## src/rtl/bmsPkg.sv

```systemverilog
package bmsPkg;
  typedef enum logic [1:0] {
    ST_IDLE = 2'd0,
    ST_REQ  = 2'd1,
    ST_XFER = 2'd2
  } stateT;

  typedef struct packed {
    logic load;
    logic advance;
  } dpStrobeT;
endpackage

```

## src/rtl/bmsDatapath.sv

```systemverilog
module bmsDatapath
  import bmsPkg::*;
#(
  parameter int ADDR_W = 32,
  parameter int DATA_W = 32,
  parameter int LEN_W  = 20
) (
  input  logic              clk,
  input  logic              rstN,
  input  dpStrobeT          strobe,
  input  logic [ADDR_W-1:0] cmdAddr,
  input  logic [LEN_W-1:0]  cmdLen,
  input  logic              beatLive,
  input  logic [DATA_W-1:0] srcData,
  output logic [ADDR_W-1:0] busAddr,
  output logic [DATA_W-1:0] busData,
  output logic              lastBeat
);
  localparam int STEP = DATA_W / 8;

  logic [ADDR_W-1:0] curAddr;
  logic [LEN_W-1:0]  remain;

  always_ff @(posedge clk) begin
    if (!rstN) begin
      curAddr <= '0;
      remain  <= '0;
    end else if (strobe.load) begin
      curAddr <= cmdAddr;
      remain  <= cmdLen;
    end else if (strobe.advance) begin
      curAddr <= curAddr + ADDR_W'(STEP);
      remain  <= remain - LEN_W'(1);
    end
  end

  assign busAddr  = curAddr;
  assign busData  = beatLive ? srcData : '0;
  assign lastBeat = (remain == LEN_W'(1));

  // the control never takes a beat when no words remain
  a_r3_no_underflow: assert property (@(posedge clk) disable iff (!rstN)
    strobe.advance |-> (remain != '0));

  // the loaded length cannot change while beats are being taken
  a_r11_no_reload: assert property (@(posedge clk) disable iff (!rstN)
    !(strobe.load && strobe.advance));
endmodule

```

## src/rtl/bmsControl.sv

```systemverilog
module bmsControl
  import bmsPkg::*;
(
  input  logic     clk,
  input  logic     rstN,
  input  logic     cmdStart,
  input  logic     lenZero,
  input  logic     busGrant,
  input  logic     srcValid,
  input  logic     xferAck,
  input  logic     retry,
  input  logic     errAck,
  input  logic     timeout,
  input  logic     lastBeat,
  output dpStrobeT strobe,
  output logic     busReq,
  output logic     busSelect,
  output logic     busSeqAddr,
  output logic     busLock,
  output logic     beatLive,
  output logic     srcReady,
  output logic     errFlag
);
  stateT stateQ, stateD;
  logic  inXfer, abortNow, retryNow, beatTaken;

  assign inXfer    = (stateQ == ST_XFER);
  assign abortNow  = inXfer && (errAck || timeout);
  assign retryNow  = inXfer && retry && !abortNow;
  assign beatTaken = inXfer && srcValid && xferAck && !retry && !abortNow;

  always_comb begin
    stateD         = stateQ;
    strobe.load    = (stateQ == ST_IDLE) && cmdStart && !lenZero;
    strobe.advance = beatTaken;
    unique case (stateQ)
      ST_IDLE: if (strobe.load) stateD = ST_REQ;
      ST_REQ:  if (busGrant) stateD = ST_XFER;
      ST_XFER: begin
        if (abortNow)                   stateD = ST_IDLE;
        else if (retryNow)              stateD = ST_REQ;
        else if (beatTaken && lastBeat) stateD = ST_IDLE;
      end
      default: stateD = ST_IDLE;
    endcase
  end

  always_ff @(posedge clk) begin
    if (!rstN) begin
      stateQ  <= ST_IDLE;
      errFlag <= 1'b0;
    end else begin
      stateQ <= stateD;
      if (strobe.load)   errFlag <= 1'b0;
      else if (abortNow) errFlag <= 1'b1;
    end
  end

  assign busReq     = (stateQ == ST_REQ);
  assign busSelect  = inXfer;
  assign busLock    = inXfer;
  assign busSeqAddr = inXfer && !lastBeat;
  assign beatLive   = inXfer && srcValid;
  assign srcReady   = beatTaken;

  // request stays up until the grant arrives
  a_r2_req_hold: assert property (@(posedge clk) disable iff (!rstN)
    (busReq && !busGrant) |=> busReq);

  // a grant hands over ownership in the next cycle
  a_r2_grant_take: assert property (@(posedge clk) disable iff (!rstN)
    (busReq && busGrant) |=> (busSelect && busLock && !busReq));

  // retry gives the bus back and re-requests
  a_r7_retry_rereq: assert property (@(posedge clk) disable iff (!rstN)
    (busSelect && retry && !errAck && !timeout) |=> (busReq && !busSelect));

  // abort wins and leaves the flag set
  a_r10_abort_wins: assert property (@(posedge clk) disable iff (!rstN)
    (busSelect && (errAck || timeout)) |=> (!busSelect && !busReq && errFlag));

  // a stall never breaks the burst
  a_r9_stall_keeps: assert property (@(posedge clk) disable iff (!rstN)
    (busSelect && !srcValid && !retry && !errAck && !timeout) |=> busSelect);

  // the flag only clears on a new start
  a_r8_sticky: assert property (@(posedge clk) disable iff (!rstN)
    ($fell(errFlag)) |-> $past(cmdStart));
endmodule

```

## src/rtl/burstBusMaster.sv

```systemverilog
module burstBusMaster
  import bmsPkg::*;
#(
  parameter int ADDR_W = 32,
  parameter int DATA_W = 32,
  parameter int LEN_W  = 20
) (
  input  logic                  clk,
  input  logic                  rstN,
  input  logic                  cmdStart,
  input  logic [ADDR_W-1:0]     cmdAddr,
  input  logic [LEN_W-1:0]      cmdLen,
  input  logic                  srcValid,
  input  logic [DATA_W-1:0]     srcData,
  output logic                  srcReady,
  output logic                  busReq,
  input  logic                  busGrant,
  output logic                  busSelect,
  output logic                  busSeqAddr,
  output logic                  busLock,
  output logic [DATA_W/8-1:0]   busBe,
  output logic [ADDR_W-1:0]     busAddr,
  output logic [DATA_W-1:0]     busData,
  input  logic                  xferAck,
  input  logic                  retry,
  input  logic                  errAck,
  input  logic                  timeout,
  output logic                  errFlag
);
  localparam int BE_W = DATA_W / 8;

  dpStrobeT strobe;
  logic     lastBeat, beatLive, lenZero;

  assign lenZero = (cmdLen == '0);
  assign busBe   = {BE_W{beatLive}};

  bmsControl u_ctrl (
    .clk       (clk),
    .rstN      (rstN),
    .cmdStart  (cmdStart),
    .lenZero   (lenZero),
    .busGrant  (busGrant),
    .srcValid  (srcValid),
    .xferAck   (xferAck),
    .retry     (retry),
    .errAck    (errAck),
    .timeout   (timeout),
    .lastBeat  (lastBeat),
    .strobe    (strobe),
    .busReq    (busReq),
    .busSelect (busSelect),
    .busSeqAddr(busSeqAddr),
    .busLock   (busLock),
    .beatLive  (beatLive),
    .srcReady  (srcReady),
    .errFlag   (errFlag)
  );

  bmsDatapath #(
    .ADDR_W(ADDR_W),
    .DATA_W(DATA_W),
    .LEN_W (LEN_W)
  ) u_dpath (
    .clk     (clk),
    .rstN    (rstN),
    .strobe  (strobe),
    .cmdAddr (cmdAddr),
    .cmdLen  (cmdLen),
    .beatLive(beatLive),
    .srcData (srcData),
    .busAddr (busAddr),
    .busData (busData),
    .lastBeat(lastBeat)
  );
endmodule

```

## config.mk

```make
export PLATFORM = sky130hd
export DESIGN_NAME = burstBusMaster
export DESIGN_NICKNAME = d
export VERILOG_FILES = /design/src/rtl/bmsPkg.sv /design/src/rtl/bmsDatapath.sv /design/src/rtl/bmsControl.sv /design/src/rtl/burstBusMaster.sv
export SDC_FILE = /design/constraint.sdc
export NUM_CORES = 1
export LEC_CHECK = 0
export BUFFER_PORTS_ARGS = -buffer_cell sky130_fd_sc_hd__buf_4
export CORE_MARGIN = 2
export CORE_UTILIZATION = 51
export CTS_CLUSTER_SIZE = 16
export DETAILED_ROUTE_END_ITERATION = 10
export PLACE_DENSITY = 0.87
export RECOVER_POWER = 25
export SLEW_MARGIN = 20
export SYNTH_ARGS = -nofsm -noshare
export SYNTH_HDL_FRONTEND = slang
export SYNTH_SLANG_ARGS = --single-unit
```

## constraint.sdc

```tcl
create_clock -name clk -period 5.5 [get_ports clk]
set_input_delay 1.65 -clock clk [delete_from_list [all_inputs] [get_ports clk]]
set_output_delay 1.65 -clock clk [all_outputs]
set_load 0.01 [all_outputs]
```

# Word-level counts from Yosys, hierarchy flattened
# Index checks and enable logic that the tools add are counted.
op_classes:
  add_sub_neg: 2
  eq_ne: 6
  n_bitwise: 1
  n_mux: 11
  n_reduce_logical: 21
op_table:
  columns: ["operator", "count"]
  rows:
  - ["2-to-1 mux 32 bit", 3]
  - ["2-to-1 mux 20 bit", 2]
  - ["adder 32 x 3 -> 32 bit (second input constant)", 1]
  - ["== test 20 x 1 -> 1 bit (second input constant)", 1]
  - ["logical NOT 20 bit", 1]
  - ["subtractor 20 x 1 -> 20 bit (second input constant)", 1]
  - ["logical AND 1 bit", 11]
  - ["2-to-1 mux 2 bit", 5]
  - ["case mux 2 bit (3 select lines)", 1]
  - ["logical NOT 1 bit", 4]
  - ["!= test 4 bit (second input constant)", 1]
  - ["AND reduction 3 bit", 1]
  - ["== test 2 x 1 -> 1 bit (second input constant)", 1]
  - ["== test 2 bit (second input constant)", 1]
  - ["logical NOT 2 bit", 1]
  - ["!= test 2 x 1 -> 1 bit (second input constant)", 1]
  - ["!= test 2 bit (second input constant)", 1]
  - ["nonzero test 2 bit", 1]
  - ["OR reduction 2 bit", 1]
  - ["logical OR 1 bit", 1]
  - ["NOT 1 bit", 1]
word_totals:
  input_bits: 93
  regBits: 55

# Depth between registers and ports, before layout
depth:
  depth_word: 10
  depth_mapped: 7

# By module
# From an unflattened synthesis, not the netlist that was laid out.
unflattened:
  hier_cells: 446
  hier_area_um2: 3534.6
by_module_without_submodules:
  columns: ["mod", "area_per_inst_um2", "seq_area_each_um2", "instances", "cells_each"]
  rows:
  - ["bmsDatapath", 3223.1, 1041.0, 1, 407]
  - ["bmsControl", 237.7, 60.1, 1, 27]
  - ["burstBusMaster", 73.8, 0.0, 1, 12]

# Worst setup path before layout
# Ideal clock, no wire load.
synth_path:
  kind: "input to output"
  start: "input port timeout"
  end: "output port srcReady"
  path_stages: 4
  slack_ps: 1274
  path_buffers: 1
  arrival_ps: 2576
  path_cell_list: "nor3_1 > nand2_1 > clkinv_1 > clkbuf_1"
synth_between:
  elab_chain_len: 4
synth_rtl:
  columns: ["element", "line_no", "text"]
  rows:
  - ["start, declared", "burstBusMaster.sv:27", "input logic timeout,"]
  - ["logical OR 1 bit", "bmsControl.sv:28", "assign abortNow = inXfer && (errAck || timeout);"]
  - ["logical AND 1 bit", "bmsControl.sv:28", null]
  - ["logical NOT 1 bit", "bmsControl.sv:30", "assign beatTaken = inXfer && srcValid && xferAck && !retry && !abortNow;"]
  - ["logical AND 1 bit", "bmsControl.sv:30", null]
  - ["end, declared", "burstBusMaster.sv:15", "output logic srcReady,"]
# Every way passes these cells.

# Worst setup path in the final report
# Ends and elaborated chain as after synthesis.

==> impl_metrics.yaml <==
clock_tree:
  cts_inserted_buffers: 5
  clockRootBuffer: "clkbuf_8"
  cts_tree: "built"
  cts_max_level: 2
  clkSinkCount: 55
  cts_hold_buf: 0
  cts.path.max_buffers: 2
  postCtsSetupRepairBufs: 0
  cts_resized: 0
  path_clk_slew_ps: 100
  clk_latency_ps: 320
yosys:
  syn_area_mm2: 0.00352
  synth_top_family_by_area: "simple AND/OR/NAND/NOR gates"
  netlist_instances: 466
  ys.flop_type: "dfxtp_1"
  ys_ff_latch: 55
  synth_compound_area_share_pct: 25.3
  synth-seq-area-share_pct: 31.3
  yosys.area_share.adder_pct: 1.07
  muxShareOfSynthArea_pct: 0.320
  synthXorXnorAreaFrac_pct: 1.99
  yosys.cell_types.count: 60
  yosys.area_share.simple_pct: 33.7
  postSynth.asyncResetShare_pct: 0
  synth_edf_count: 0
  syn_nets: 562
  yosys_warnings: 0
  syn_area_per_cell_um2: 7.55
place:
  io_buffers: 166
  place_congestion: 0.924
  placed_area_mm2: 0.00475
  dp_slack_ps: 1290
  dp_hpwl_um: 8670
power:
  p_per_area_mw_per_mm2: 212
  p_leak_nw: 2.06
  power_mw: 1.01
  peakVddDrop_v: 0.000148
final_layout:
  final_area_mm2: 0.00475
  areaGrowthSynthToFinish_pct: 35.1
  layout_common_cells: "buf_4, dfxtp_1, nand2_1"
  fillers: 569
  regArea_mm2: 0.00110
  n_antenna_cell: 0
  final_nets: 707
  multi_input_area_mm2: 0.00219
  drive_gt1_share_pct: 27.1
  final_common_cell: "buf_4"
  fin_util_pct: 70.7
grt:
  grt_pass1_wl_um: 18800
  grt_max_degree: 44
  antenna_found_initial: 0
  grt_pass1_vias: 3985
  grt_remaining_overflow: 0
  track_usage_pct: 30.8
sta:
  setup_violations: 0
  worstMarginPinSlew_ps: 1580
  finalWorstSetupSlack_ps: 1280
  rsz0062_at_grt: "no"
  hold_viol_final: 0
  slew_violations: 33
  max-slew-margin-rel_pct: -5.38
  fin_tns_setup_ps: 0
  min_period_over_period_pct: 76.7
  post-route-min-period_ps: 4220
  clock_skew_ps: 12.8
  clock.fmax_mhz: 237
drt:
  drt-initial-drc-count: 348
  vias_per_cell: 6.25
  vias: 4325
  routed_wl_um: 12000
  drc: 0
  first_pass_iters: 6
  antenna_left: 0
  wire_per_inst_um: 17.4
worst_hold_path:
  whs_path_depth: 2
  holdCritPathClass: "reg2reg"
job:
  drv_cap: 1
setup_path:
  cp-end-kind: "primary output"
  required_ps: 3850
  path_class: "in2out"
  critPathArrivalTime_ps: 2570
  cp-start-kind: "input port"
  r2r_cells: 5
  worst-path-max-fanout: 3
floorplan:
  fp.dieW_um: 87.0
  io_pins: 167
  start_util_pct: 52.3
  die_area_mm2: 0.00758
  core_mm2: 0.00672
  rows: 30
  fp.dieH_um: 87.0
outcome:
  status: "finished, violations left"
  failed_checks: "max-capacitance violations, max-slew violations"
## cell usage after synthesis, drive strengths merged (3+ instances only)
master	count	share of area (%)
nor2	27	2.9
nand3	32	4.6
o311ai	4	1.0
o31ai	9	1.9
nor4	15	3.3
o2bb2ai	3	0.75
a22oi	8	1.7
ha	3	1.1
inv	11	1.2
clkbuf	23	2.5
a21oi	40	5.7
xor2	3	0.75
o21a	3	0.64
o221a	3	0.96
or3b	3	0.75
and2	4	0.71
or3	12	2.3
nor3	12	1.8
or4	4	0.85
a41oi	3	0.75
dfxtp	55	31
nand2	42	4.7
buf	12	2.2
xnor2	5	1.2
and3	37	6.6
o21ai	13	2.0
nand4	15	2.7
a31oi	28	5.0
o211ai	6	1.3
## through the flow
stage | hold WS, ps | std cells
3_5_place_dp | 459 | 684
4_1_cts | 473 | 692
5_1_grt | 499 | 692
6_report | 468 | 692
3_3_place_gp | 442 | 684
2_1_floorplan | 452 | 466
## registers in the layout, indices dropped and copies added, names as in the netlist
name             cells
u_dpath.busAddr     32
u_dpath.remain      20
u_ctrl.stateQ        2
u_ctrl.errFlag       1
## cell type report
cell class	instances	share of cell area [%]
well taps	80	2.11
inverters	13	1.03
flip-flops and latches	55	23.2
repair buffers	174	25.0
clock buffers	6	1.74
clock inverters	2	0.816
multi-input cells	362	46.2
## power breakdown
| part | switching [mW] | leakage [nW] | internal (mW) |
|---|---|---|---|
| Clock | 0.141 | 0.0618 | 0.150 |
| Combinational | 0.132 | 1.54 | 0.115 |
| Sequential | 0.0400 | 0.452 | 0.429 |
## logic make-up after synthesis
group | count (synthesis)
adders and majority gates | 3
and+or+nand+nor | 215
muxes | 1
xor gates and xnor gates | 8
buffers and inverters | 49
DFF | 55
AOI/OAI and AO/OA | 135
## critical path: stages
cell and delay [ps]:
buf_4 120, nor3_1 370, nand2_1 220, clkinv_1 100, buf_4 120
## worst paths after layout
path                      startpoint                  end  slack, ps
setup / recovery             timeout             srcReady       1280
hold / removal    u_dpath.busAddr[0]   u_dpath.busAddr[0]        470
setup reg to reg  u_dpath.busAddr[6]  u_dpath.busAddr[28]       2890
hold reg to reg   u_dpath.busAddr[0]   u_dpath.busAddr[0]        470
## per-layer routing
| metal | wire length (um) | global-route usage (%) | up-vias |
|---|---|---|---|
| met2 | 5710 | 51.0 | 228 |
| met3 | 975 | 5.59 | 26 |
| li1 | - | - | 2066 |
| met4 | 300 | 12.1 | 0 |
| met5 | 0 | 0 | - |
| met1 | 5060 | 39.6 | 2005 |
Power figures use the tool's default switching activity.
